==> src/rtl/decade_pkg.sv <==
// Shared types and constants for the decade range controller.
package decade_pkg;
    typedef logic [2:0]  range_t;
    typedef logic [15:0] bcd4_t;
    localparam range_t RANGE_LEAST = 3'd0;
    localparam range_t RANGE_MOST  = 3'd7;
    localparam logic [3:0] EXP_OFFSET = 4'd2;
endpackage

==> src/rtl/rng_reading_class.sv <==
// Classifies a four-digit BCD reading as under-range (<0100) or
// over-range (>1999). Assumes every digit is valid BCD.
module rng_reading_class
    import decade_pkg::*;
(
    input  bcd4_t reading,
    output logic  under,
    output logic  over
);
    // Combinational decode of the two leading digits.
    always_comb begin
        under = (reading[15:12] == 4'd0) && (reading[11:8] == 4'd0);
        over  = (reading[15:12] >= 4'd2);
    end
endmodule

==> src/rtl/rng_settle_timer.sv <==
// Latches the reading on a store strobe and fires a one-cycle decision
// pulse SETTLE_CYC edges later. A new strobe restarts the wait.
// Assumes SETTLE_CYC >= 1.
module rng_settle_timer
    import decade_pkg::*;
#(
    parameter int SETTLE_CYC = 6
) (
    input  logic  clk,
    input  logic  rst_n,
    input  logic  store_evt,
    input  bcd4_t reading_in,
    output bcd4_t reading_lat,
    output logic  fire
);
    localparam int CW = $clog2(SETTLE_CYC + 1);
    localparam logic [CW-1:0] LOAD = CW'(SETTLE_CYC);

    logic [CW-1:0] cnt_q;

    // Load the countdown and capture data on a strobe, else count to zero.
    always_ff @(posedge clk) begin
        if (!rst_n) begin
            cnt_q       <= '0;
            reading_lat <= '0;
        end else if (store_evt) begin
            cnt_q       <= LOAD;
            reading_lat <= reading_in;
        end else if (cnt_q != '0) begin
            cnt_q <= cnt_q - 1'b1;
        end
    end

    // Decision pulse in the last cycle of the countdown.
    always_comb fire = (cnt_q == CW'(1));

    AST_FIRE_AFTER_LOAD: assert property (@(posedge clk) disable iff (!rst_n)
        fire |=> (cnt_q == '0) || $past(store_evt));
endmodule

==> src/rtl/rng_press_edge.sv <==
// Rising-edge detector for the momentary step input; one press, one pulse.
module rng_press_edge (
    input  logic clk,
    input  logic rst_n,
    input  logic press,
    output logic edge_p
);
    logic prev_q;

    // Remember the previous press level.
    always_ff @(posedge clk) begin
        if (!rst_n) prev_q <= 1'b0;
        else        prev_q <= press;
    end

    // Pulse on a 0 -> 1 transition.
    always_comb edge_p = press && !prev_q;

    AST_ONE_PULSE: assert property (@(posedge clk) disable iff (!rst_n)
        edge_p |=> !edge_p);
endmodule

==> src/rtl/rng_step_core.sv <==
// Range counter and ranging flag. Priority: hold, reset, press, decision.
// Assumes fire and press_edge are single-cycle pulses.
module rng_step_core
    import decade_pkg::*;
(
    input  logic   clk,
    input  logic   rst_n,
    input  logic   hold_mode,
    input  logic   auto_inh,
    input  logic   reset_ctl,
    input  logic   press_edge,
    input  logic   fire,
    input  logic   under,
    input  logic   over,
    output range_t range_q,
    output logic   flag_q
);
    // Update the range and flag according to the priority above.
    always_ff @(posedge clk) begin
        if (!rst_n) begin
            range_q <= RANGE_LEAST;
            flag_q  <= 1'b0;
        end else if (hold_mode) begin
            if (fire) flag_q <= 1'b0;
        end else if (reset_ctl) begin
            range_q <= RANGE_LEAST;
        end else if (press_edge) begin
            range_q <= range_q + 3'd1;
        end else if (fire) begin
            if (auto_inh) begin
                flag_q <= 1'b0;
            end else if (over && range_q != RANGE_LEAST) begin
                range_q <= RANGE_LEAST;
                flag_q  <= 1'b1;
            end else if (under && !over && range_q != RANGE_MOST) begin
                range_q <= range_q + 3'd1;
                flag_q  <= 1'b1;
            end else begin
                flag_q <= 1'b0;
            end
        end
    end

    AST_HOLD_FREEZE: assert property (@(posedge clk) disable iff (!rst_n)
        hold_mode |=> $stable(range_q));
    AST_RESET_FORCE: assert property (@(posedge clk) disable iff (!rst_n)
        (reset_ctl && !hold_mode) |=> (range_q == RANGE_LEAST));
    AST_PRESS_WRAP: assert property (@(posedge clk) disable iff (!rst_n)
        (press_edge && !hold_mode && !reset_ctl && range_q == RANGE_MOST)
        |=> (range_q == RANGE_LEAST));
    AST_OVER_RESET: assert property (@(posedge clk) disable iff (!rst_n)
        (fire && over && !auto_inh && !hold_mode && !reset_ctl && !press_edge)
        |=> (range_q == RANGE_LEAST));
    AST_INHIBIT_KEEP: assert property (@(posedge clk) disable iff (!rst_n)
        (fire && auto_inh && !hold_mode && !reset_ctl && !press_edge)
        |=> ($stable(range_q) && !flag_q));
endmodule

==> src/rtl/decade_range_ctrl.sv <==
// Top of the decade autoranging controller: settle timer, reading
// classifier, press edge detector, range core and exponent register.
module decade_range_ctrl
    import decade_pkg::*;
#(
    parameter int SETTLE_CYC = 6
) (
    input  logic        clk,
    input  logic        rst_n,
    input  logic        store_evt,
    input  logic [15:0] reading_bcd,
    input  logic        hold_mode,
    input  logic        zero_chk,
    input  logic        range_hold,
    input  logic        step_press,
    input  logic        reset_ctl,
    output logic [2:0]  range_idx,
    output logic [3:0]  exp_digit,
    output logic        ranging
);
    bcd4_t  lat_rd;
    logic   fire, under, over, press_edge;
    range_t range_q;
    logic   flag_q;
    logic [3:0] exp_q;

    rng_settle_timer #(.SETTLE_CYC(SETTLE_CYC)) u_timer (
        .clk(clk), .rst_n(rst_n), .store_evt(store_evt),
        .reading_in(reading_bcd), .reading_lat(lat_rd), .fire(fire)
    );

    rng_reading_class u_class (
        .reading(lat_rd), .under(under), .over(over)
    );

    rng_press_edge u_press (
        .clk(clk), .rst_n(rst_n), .press(step_press), .edge_p(press_edge)
    );

    rng_step_core u_core (
        .clk(clk), .rst_n(rst_n), .hold_mode(hold_mode),
        .auto_inh(zero_chk || range_hold), .reset_ctl(reset_ctl),
        .press_edge(press_edge), .fire(fire), .under(under), .over(over),
        .range_q(range_q), .flag_q(flag_q)
    );

    // Separate output register holding the BCD exponent of the range.
    always_ff @(posedge clk) begin
        if (!rst_n) exp_q <= EXP_OFFSET;
        else        exp_q <= {1'b0, range_q} + EXP_OFFSET;
    end

    always_comb begin
        range_idx = range_q;
        exp_digit = exp_q;
        ranging   = flag_q;
    end

    AST_EXP_TRACK: assert property (@(posedge clk) disable iff (!rst_n)
        1'b1 |=> (exp_digit == {1'b0, $past(range_idx)} + 4'd2));
endmodule

==> config.mk <==
export PLATFORM = sky130hd
export DESIGN_NAME = decade_range_ctrl
export DESIGN_NICKNAME = d
export VERILOG_FILES = /design/src/rtl/decade_pkg.sv /design/src/rtl/rng_reading_class.sv /design/src/rtl/rng_settle_timer.sv /design/src/rtl/rng_press_edge.sv /design/src/rtl/rng_step_core.sv /design/src/rtl/decade_range_ctrl.sv
export SDC_FILE = /design/constraint.sdc
export NUM_CORES = 1
export LEC_CHECK = 0
export BUFFER_PORTS_ARGS = -buffer_cell sky130_fd_sc_hd__buf_2
export CORE_MARGIN = 5
export CORE_UTILIZATION = 45
export CTS_BUF_LIST = sky130_fd_sc_hd__clkbuf_8
export DETAILED_ROUTE_END_ITERATION = 8
export PLACE_DENSITY = 0.8
export SLEW_MARGIN = 30
export SYNTH_ARGS = -nofsm -noshare
export SYNTH_HDL_FRONTEND = slang
export SYNTH_SLANG_ARGS = --single-unit
==> constraint.sdc <==
create_clock -name clk -period 1.6 [get_ports clk]
set_input_delay 0.08 -clock clk [delete_from_list [all_inputs] [get_ports clk]]
set_output_delay 0.08 -clock clk [all_outputs]
set_load 0.01 [all_outputs]
# After elaboration in Yosys (flattened, before gate mapping)
# Cells that the tools add are included.
[op_classes]
eq_ne = 5
n_mux = 16
addsub = 3
bitwise = 2
n_lt_le_gt_ge = 1
n_reduce_logical = 18
[ops]
columns = ["cell", "n"]
rows = [
  ["$mux W3", 8],
  ["$reduce_bool A3 Y1", 3],
  ["$logic_not A4 Y1", 2],
  ["$mux W1", 8],
  ["$ne A3 B3 Y1 const B", 2],
  ["$logic_and A1 B1 Y1", 5],
  ["$add A3 B2 Y4 const B", 1],
  ["$ge A4 B2 Y1 const B", 1],
  ["$ne A2 B2 Y1 const B", 2],
  ["$reduce_and A4 Y1", 1],
  ["$reduce_bool A4 Y1", 1],
  ["$add A3 B1 Y3 const B", 1],
  ["$eq A3 B1 Y1 const B", 1],
  ["$reduce_and A3 Y1", 1],
  ["$sub A3 B1 Y3 const B", 1],
  ["$logic_not A1 Y1", 2],
  ["$not A1 Y1", 2],
  ["$reduce_bool A2 Y1", 1],
  ["$reduce_or A2 Y1", 1],
  ["$logic_or A1 B1 Y1", 1],
]
[word_totals]
inputBits = 24
ff_bits = 28
output_inout_bits = 8

# Logic depth before layout (Yosys ltp)
[depth]
word_depth = 11
ltp_mapped = 6
ltp_nobuf = 6

# By module
# From an unflattened synthesis, not the netlist that was laid out.
[hier_totals]
hier_cells = 113
hier_area_um2 = 1257.5
[modules_own_cells]
columns = ["module", "cells_per_inst", "area_per_inst_um2", "n_inst"]
rows = [
  ["rng_settle_timer", 67, 782.0, 1],
  ["rng_step_core", 30, 284.0, 1],
  ["decade_range_ctrl", 10, 121.4, 1],
  ["rng_press_edge", 3, 40.0, 1],
  ["rng_reading_class", 3, 30.0, 1],
]

# Worst setup path before layout
# Ideal clock, no wire load.
[synth_path]
path_kind = "register to register"
from = "reg u_core.range_q[1]"
to = "reg u_core.range_q[0]"
period_less_slack_ns = 1.586
t_arrival_ns = 1.465
setup_time_ns = 0.121
t_required_ns = 1.479
path_buffers = 0
stages_incl_launch_ff = 7
path_slack_ns = 0.014
path_cell_list = "dfxtp_1 > ha_1 > ha_1 > nor2_1 > a21oi_4 > o21ai_2 > mux2_4"
[synth_between]
elab_chain_cells = 7
[synth_lines]
columns = ["element", "line_no", "rtl"]
rows = [
  ["start, declared", "rng_step_core.sv:15", "output range_t range_q,"],
  ["start signal, assigned", "rng_step_core.sv:28", "range_q <= range_q + 3'd1;"],
  ["start signal, assigned", "rng_step_core.sv:36", "range_q <= range_q + 3'd1;"],
  ["$reduce_bool A3 Y1", "rng_step_core.sv:32", "end else if (over && range_q != RANGE_LEAST) begin"],
  ["$logic_and A1 B1 Y1", "rng_step_core.sv:32", ""],
  ["$mux W3", "rng_step_core.sv:32", ""],
  ["$mux W3", "rng_step_core.sv:30", "if (auto_inh) begin"],
  ["$mux W3", "rng_step_core.sv:29", "end else if (fire) begin"],
  ["$mux W3", "rng_step_core.sv:27", "end else if (press_edge) begin"],
  ["$mux W3", "rng_step_core.sv:25", "end else if (reset_ctl) begin"],
]
# Parallel ways exist; a longest one is shown, timed or not. The select of a mux whose other input is x is not followed.
# A chain may end at the register's enable or synchronous reset.

# Final worst setup path
[layout_path]
from = "reg u_timer.cnt_q[1]"
to = "reg u_timer.cnt_q[1]"
[layout_between]
elab_chain_cells = 3
[layout_lines]
columns = ["element", "line_no", "rtl"]
rows = [
  ["start, declared", "rng_settle_timer.sv:19", "logic [CW-1:0] cnt_q;"],
  ["start signal, assigned", "rng_settle_timer.sv:30", "cnt_q <= cnt_q - 1'b1;"],
  ["$sub A3 B1 Y3", "rng_settle_timer.sv:30", ""],
  ["$mux W3", "rng_settle_timer.sv:29", "end else if (cnt_q != '0) begin"],
  ["$mux W3", "rng_settle_timer.sv:26", "end else if (store_evt) begin"],
]
# Parallel ways exist; a longest one is shown, timed or not. The select of a mux whose other input is x is not followed.

==> impl_results.md <==
- Worst EP required: 1.78 ns
- Worst slew pin tran: about 0.35 ns
- Highest clock rate: 0.656 GHz
- Post-DRT Antenna Nets: 0
- First-pass GRT wire length: 3110 um
- Sequential-to-total area share from yosys stat: roughly 44%
- Vias in the first global route: a little over 700
- RePlAce Congestion: about 0.70
- Critical Path Sink Type: flip-flop
- GRT overflow: 0
- Initial Util: between 40% and 50%
- Clock Skew: 0.00905 ns
- Vias/cell: approximately 4.8
- Row count: 16
- Worst Setup SP: u_timer.cnt_q[1]
- CTS Sinks: 20
- Worst path depth: 5
- Setup CP Type: flip-flop to flip-flop
- Top fanout value on the critical path: 4
- Area Overhead vs Synth: 25.5%
- Die H: 54.8 um
- IO Count: 32
- Crit start category: flip-flop
- Drt drc: 0
- CTS resizes: 0
- Post-synthesis register bit count: 20
- Total GRT Usage: approximately 15%
- Min-Delay Path Class: primary input to flip-flop
- Initial antenna violation count: 0
- Total of max-cap violations: 0
- Clk_lat worst skew: 0.26 ns
- CTS buffer count: 3
- WL per Instance: around 12 um
- Maximum root-to-sink buffer count: 2
- R2R Path Start: u_timer.cnt_q[1]
- Syn Nets: 117
- Avg Synthesized Cell Area: between 10 and 15 um^2
- Setup violators final: 0
- TritonCTS clock tree: yes
- WP buf/inv: 1
- Critical Path Slowest Stage Cell: or4_1
- Top delay family on crit path: simple AND/OR/NAND/NOR gates
- Total chip power: 1.19 mW
- Critical-path cell list: or2_1 > inv_1 > ha_1 > or4_1 > a31oi_1
- CTS clk-pin slew, worst paths: 0.08 ns
- Power Dens Cells: 1050 nW/um^2
- Iter 0 DRT Violations: 4
- Worst rel slew slack: 76.4%
- NumNets Final: around 150
- H-tree depth: 1
- Setup TNS: 0 ns
- RSZ-0062 raised after global routing: false
- Worst vdd ir: 0.000830 V
- # port buffers: 23
- R2r endpoint: u_timer.cnt_q[1]
- Vias: between 600 and 700
- Drt total wl: 1760 um
- DRT Pass-1 Iters: 4
- Leak pwr: 0.543 nW
- Hold buffers post-CTS: 0
- Hold Vio Cnt, Final: 0
- Postcts setup bufs: 0
- Synth unique cells: 31
- Width of the die: 54.8 um
- Reg2reg path depth: 5
- Post-Syn Area: 903 um^2
- Syn Inst Count: between 80 and 90
- Largest net degree at the start of global routing: 14
- Slowest Stage Delay on Critical Path: 0.49 ns
- Ratio of cells with drive above 1 in the final layout: 34.2%
- Final slew viol count: 0
- Critical Path AT: 1.70 ns
- Root buffer cell: clkbuf_8
- Fillers: 187
- Tcrit/Tclk final: a little over nine tenths
- R2r setup slk: 0.08 ns
- Antenna cells: 0
- Die area: between 3000 and 4000 um^2
- DP Wirelength: 1380 um
- Worst setup endpoint: u_timer.cnt_q[1]
- Ys Warns: 0
- Status: finished, final reports clean
- Crit path time final: ~1.5 ns
- Core Box Area: 1940 um^2
## area by class of cell
type                    count  area, um^2  area share [%]
clock inverters             1        30.0            2.65
inverters                   6        22.5            1.99
repair buffers             25         130            11.5
multi-input cells          59         474            41.8
clock buffers               3        41.3            3.64
well taps                  27        33.8            2.98
flip-flops and latches     20         402            35.4
## cells by family (layout without fill, tap and decap cells)
group,Yosys count,count (layout),synth area share [%]
flip-flops,20,20,44.3
multiplexers,12,12,13.9
adder cells (fa/ha/maj),6,6,8.31
XOR/XNOR,1,1,0.970
AND/OR/NAND/NOR,30,30,19.5
buffers and inverters,8,35,3.46
AO/OA/AOI/OAI,10,10,9.56
## how the worst min path moves through the flow
stage | start | to | cells past startpoint
2_1_floorplan | rst_n | exp_digit[1] | 1
4_1_cts | step_press | u_press.prev_q | 2
3_5_place_dp | step_press | u_press.prev_q | 2
5_1_grt | reading_bcd[13] | u_timer.reading_lat[13] | 3
3_3_place_gp | step_press | u_press.prev_q | 2
6_report | reading_bcd[13] | u_timer.reading_lat[13] | 3
## per-layer routing
layer  vias up  part of all wire [%]  global-route usage, %
met4         0                   3.2                   9.13
met1       317                    42                   16.5
met3         6                   3.6                   2.45
met2        12                    51                   25.0
met5         -                     0                      0
li1        347                     -                      -
## synth_stat cells
master,number,area [um^2]
a311oi_2,1,15.0
xor2_1,1,8.76
mux2_4,1,15.0
nor4_4,1,21.3
o211ai_1,1,7.51
nor3_1,3,15.0
ha_1,6,75.1
nand2_1,4,15.0
inv_1,5,18.8
mux2i_1,11,110
nor2_1,10,37.5
buf_2,1,5.00
inv_2,1,3.75
clkbuf_1,1,3.75
or2_1,1,6.26
or4_1,1,7.51
a21oi_1,1,5.00
dfxtp_1,20,400
a21oi_4,1,16.3
nor3b_2,1,12.5
o21a_1,1,7.51
a31oi_1,1,6.26
o21ai_2,1,8.76
o21ai_0,1,5.00
o21bai_1,1,7.51
nor2b_1,1,6.26
and2_1,4,25.0
or3_4,1,11.3
nand2b_1,2,12.5
a21boi_0,1,7.51
nor4_1,1,6.26
## state kept, by name, indices dropped and copies added, names as in the netlist
| signal | cells |
|---|---|
| u_timer.cnt_q | 3 |
| u_core.range_q | 3 |
| u_timer.reading_lat | 8 |
| exp_digit | 4 |
| u_core.flag_q | 1 |
| u_press.prev_q | 1 |
## layout by cell type (no fill, tap or decap), drive strengths merged
cell type	instances
or3	1
nor2b	1
mux2i	11
ha	6
buf	25
o21bai	1
nand2	4
nand2b	2
nor2	10
nor3	3
a31oi	1
nor4	2
and2	4
a21oi	2
a311oi	1
a21boi	1
o211ai	1
inv	6
dfxtp	20
or2	1
clkbuf	3
nor3b	1
o21a	1
bufinv	1
o21ai	2
xor2	1
mux2	1
or4	1
## power breakdown
part	total [mW]	switching [mW]	internal, mW
clock	0.501	0.167	0.334
combinational	0.145	0.0713	0.0734
sequential	0.543	0.0203	0.522
total	1.19	0.259	0.930
## worst register-to-register path: cells and delay by family, from the launching register on
kind,cells,cell delay (ns)
AND/OR/NAND/NOR,2,0.63
buffers and inverters,1,0.05
flip-flops,1,0.37
AO/OA/AOI/OAI,1,0.18
adder cells (fa/ha/maj),1,0.22
## metrics by stage
step / std cells / worst slack, ns / utilization [%] / hold slack [ns] / area [um^2]
detailed placement: 137 / 0.0406 / 54.5 / 0.316 / 1060
finish: 141 / 0.0764 / 58.4 / 0.0473 / 1130
CTS: 141 / 0.0275 / 58.2 / 0.0488 / 1130
global route: 141 / 0.00234 / 58.4 / 0.0569 / 1130
global placement: 137 / 0.0545 / 54.5 / 0.305 / 1060
floorplan: 87 / 0.0137 / - / 0.169 / 903
Power figures use the tool's default switching activity.
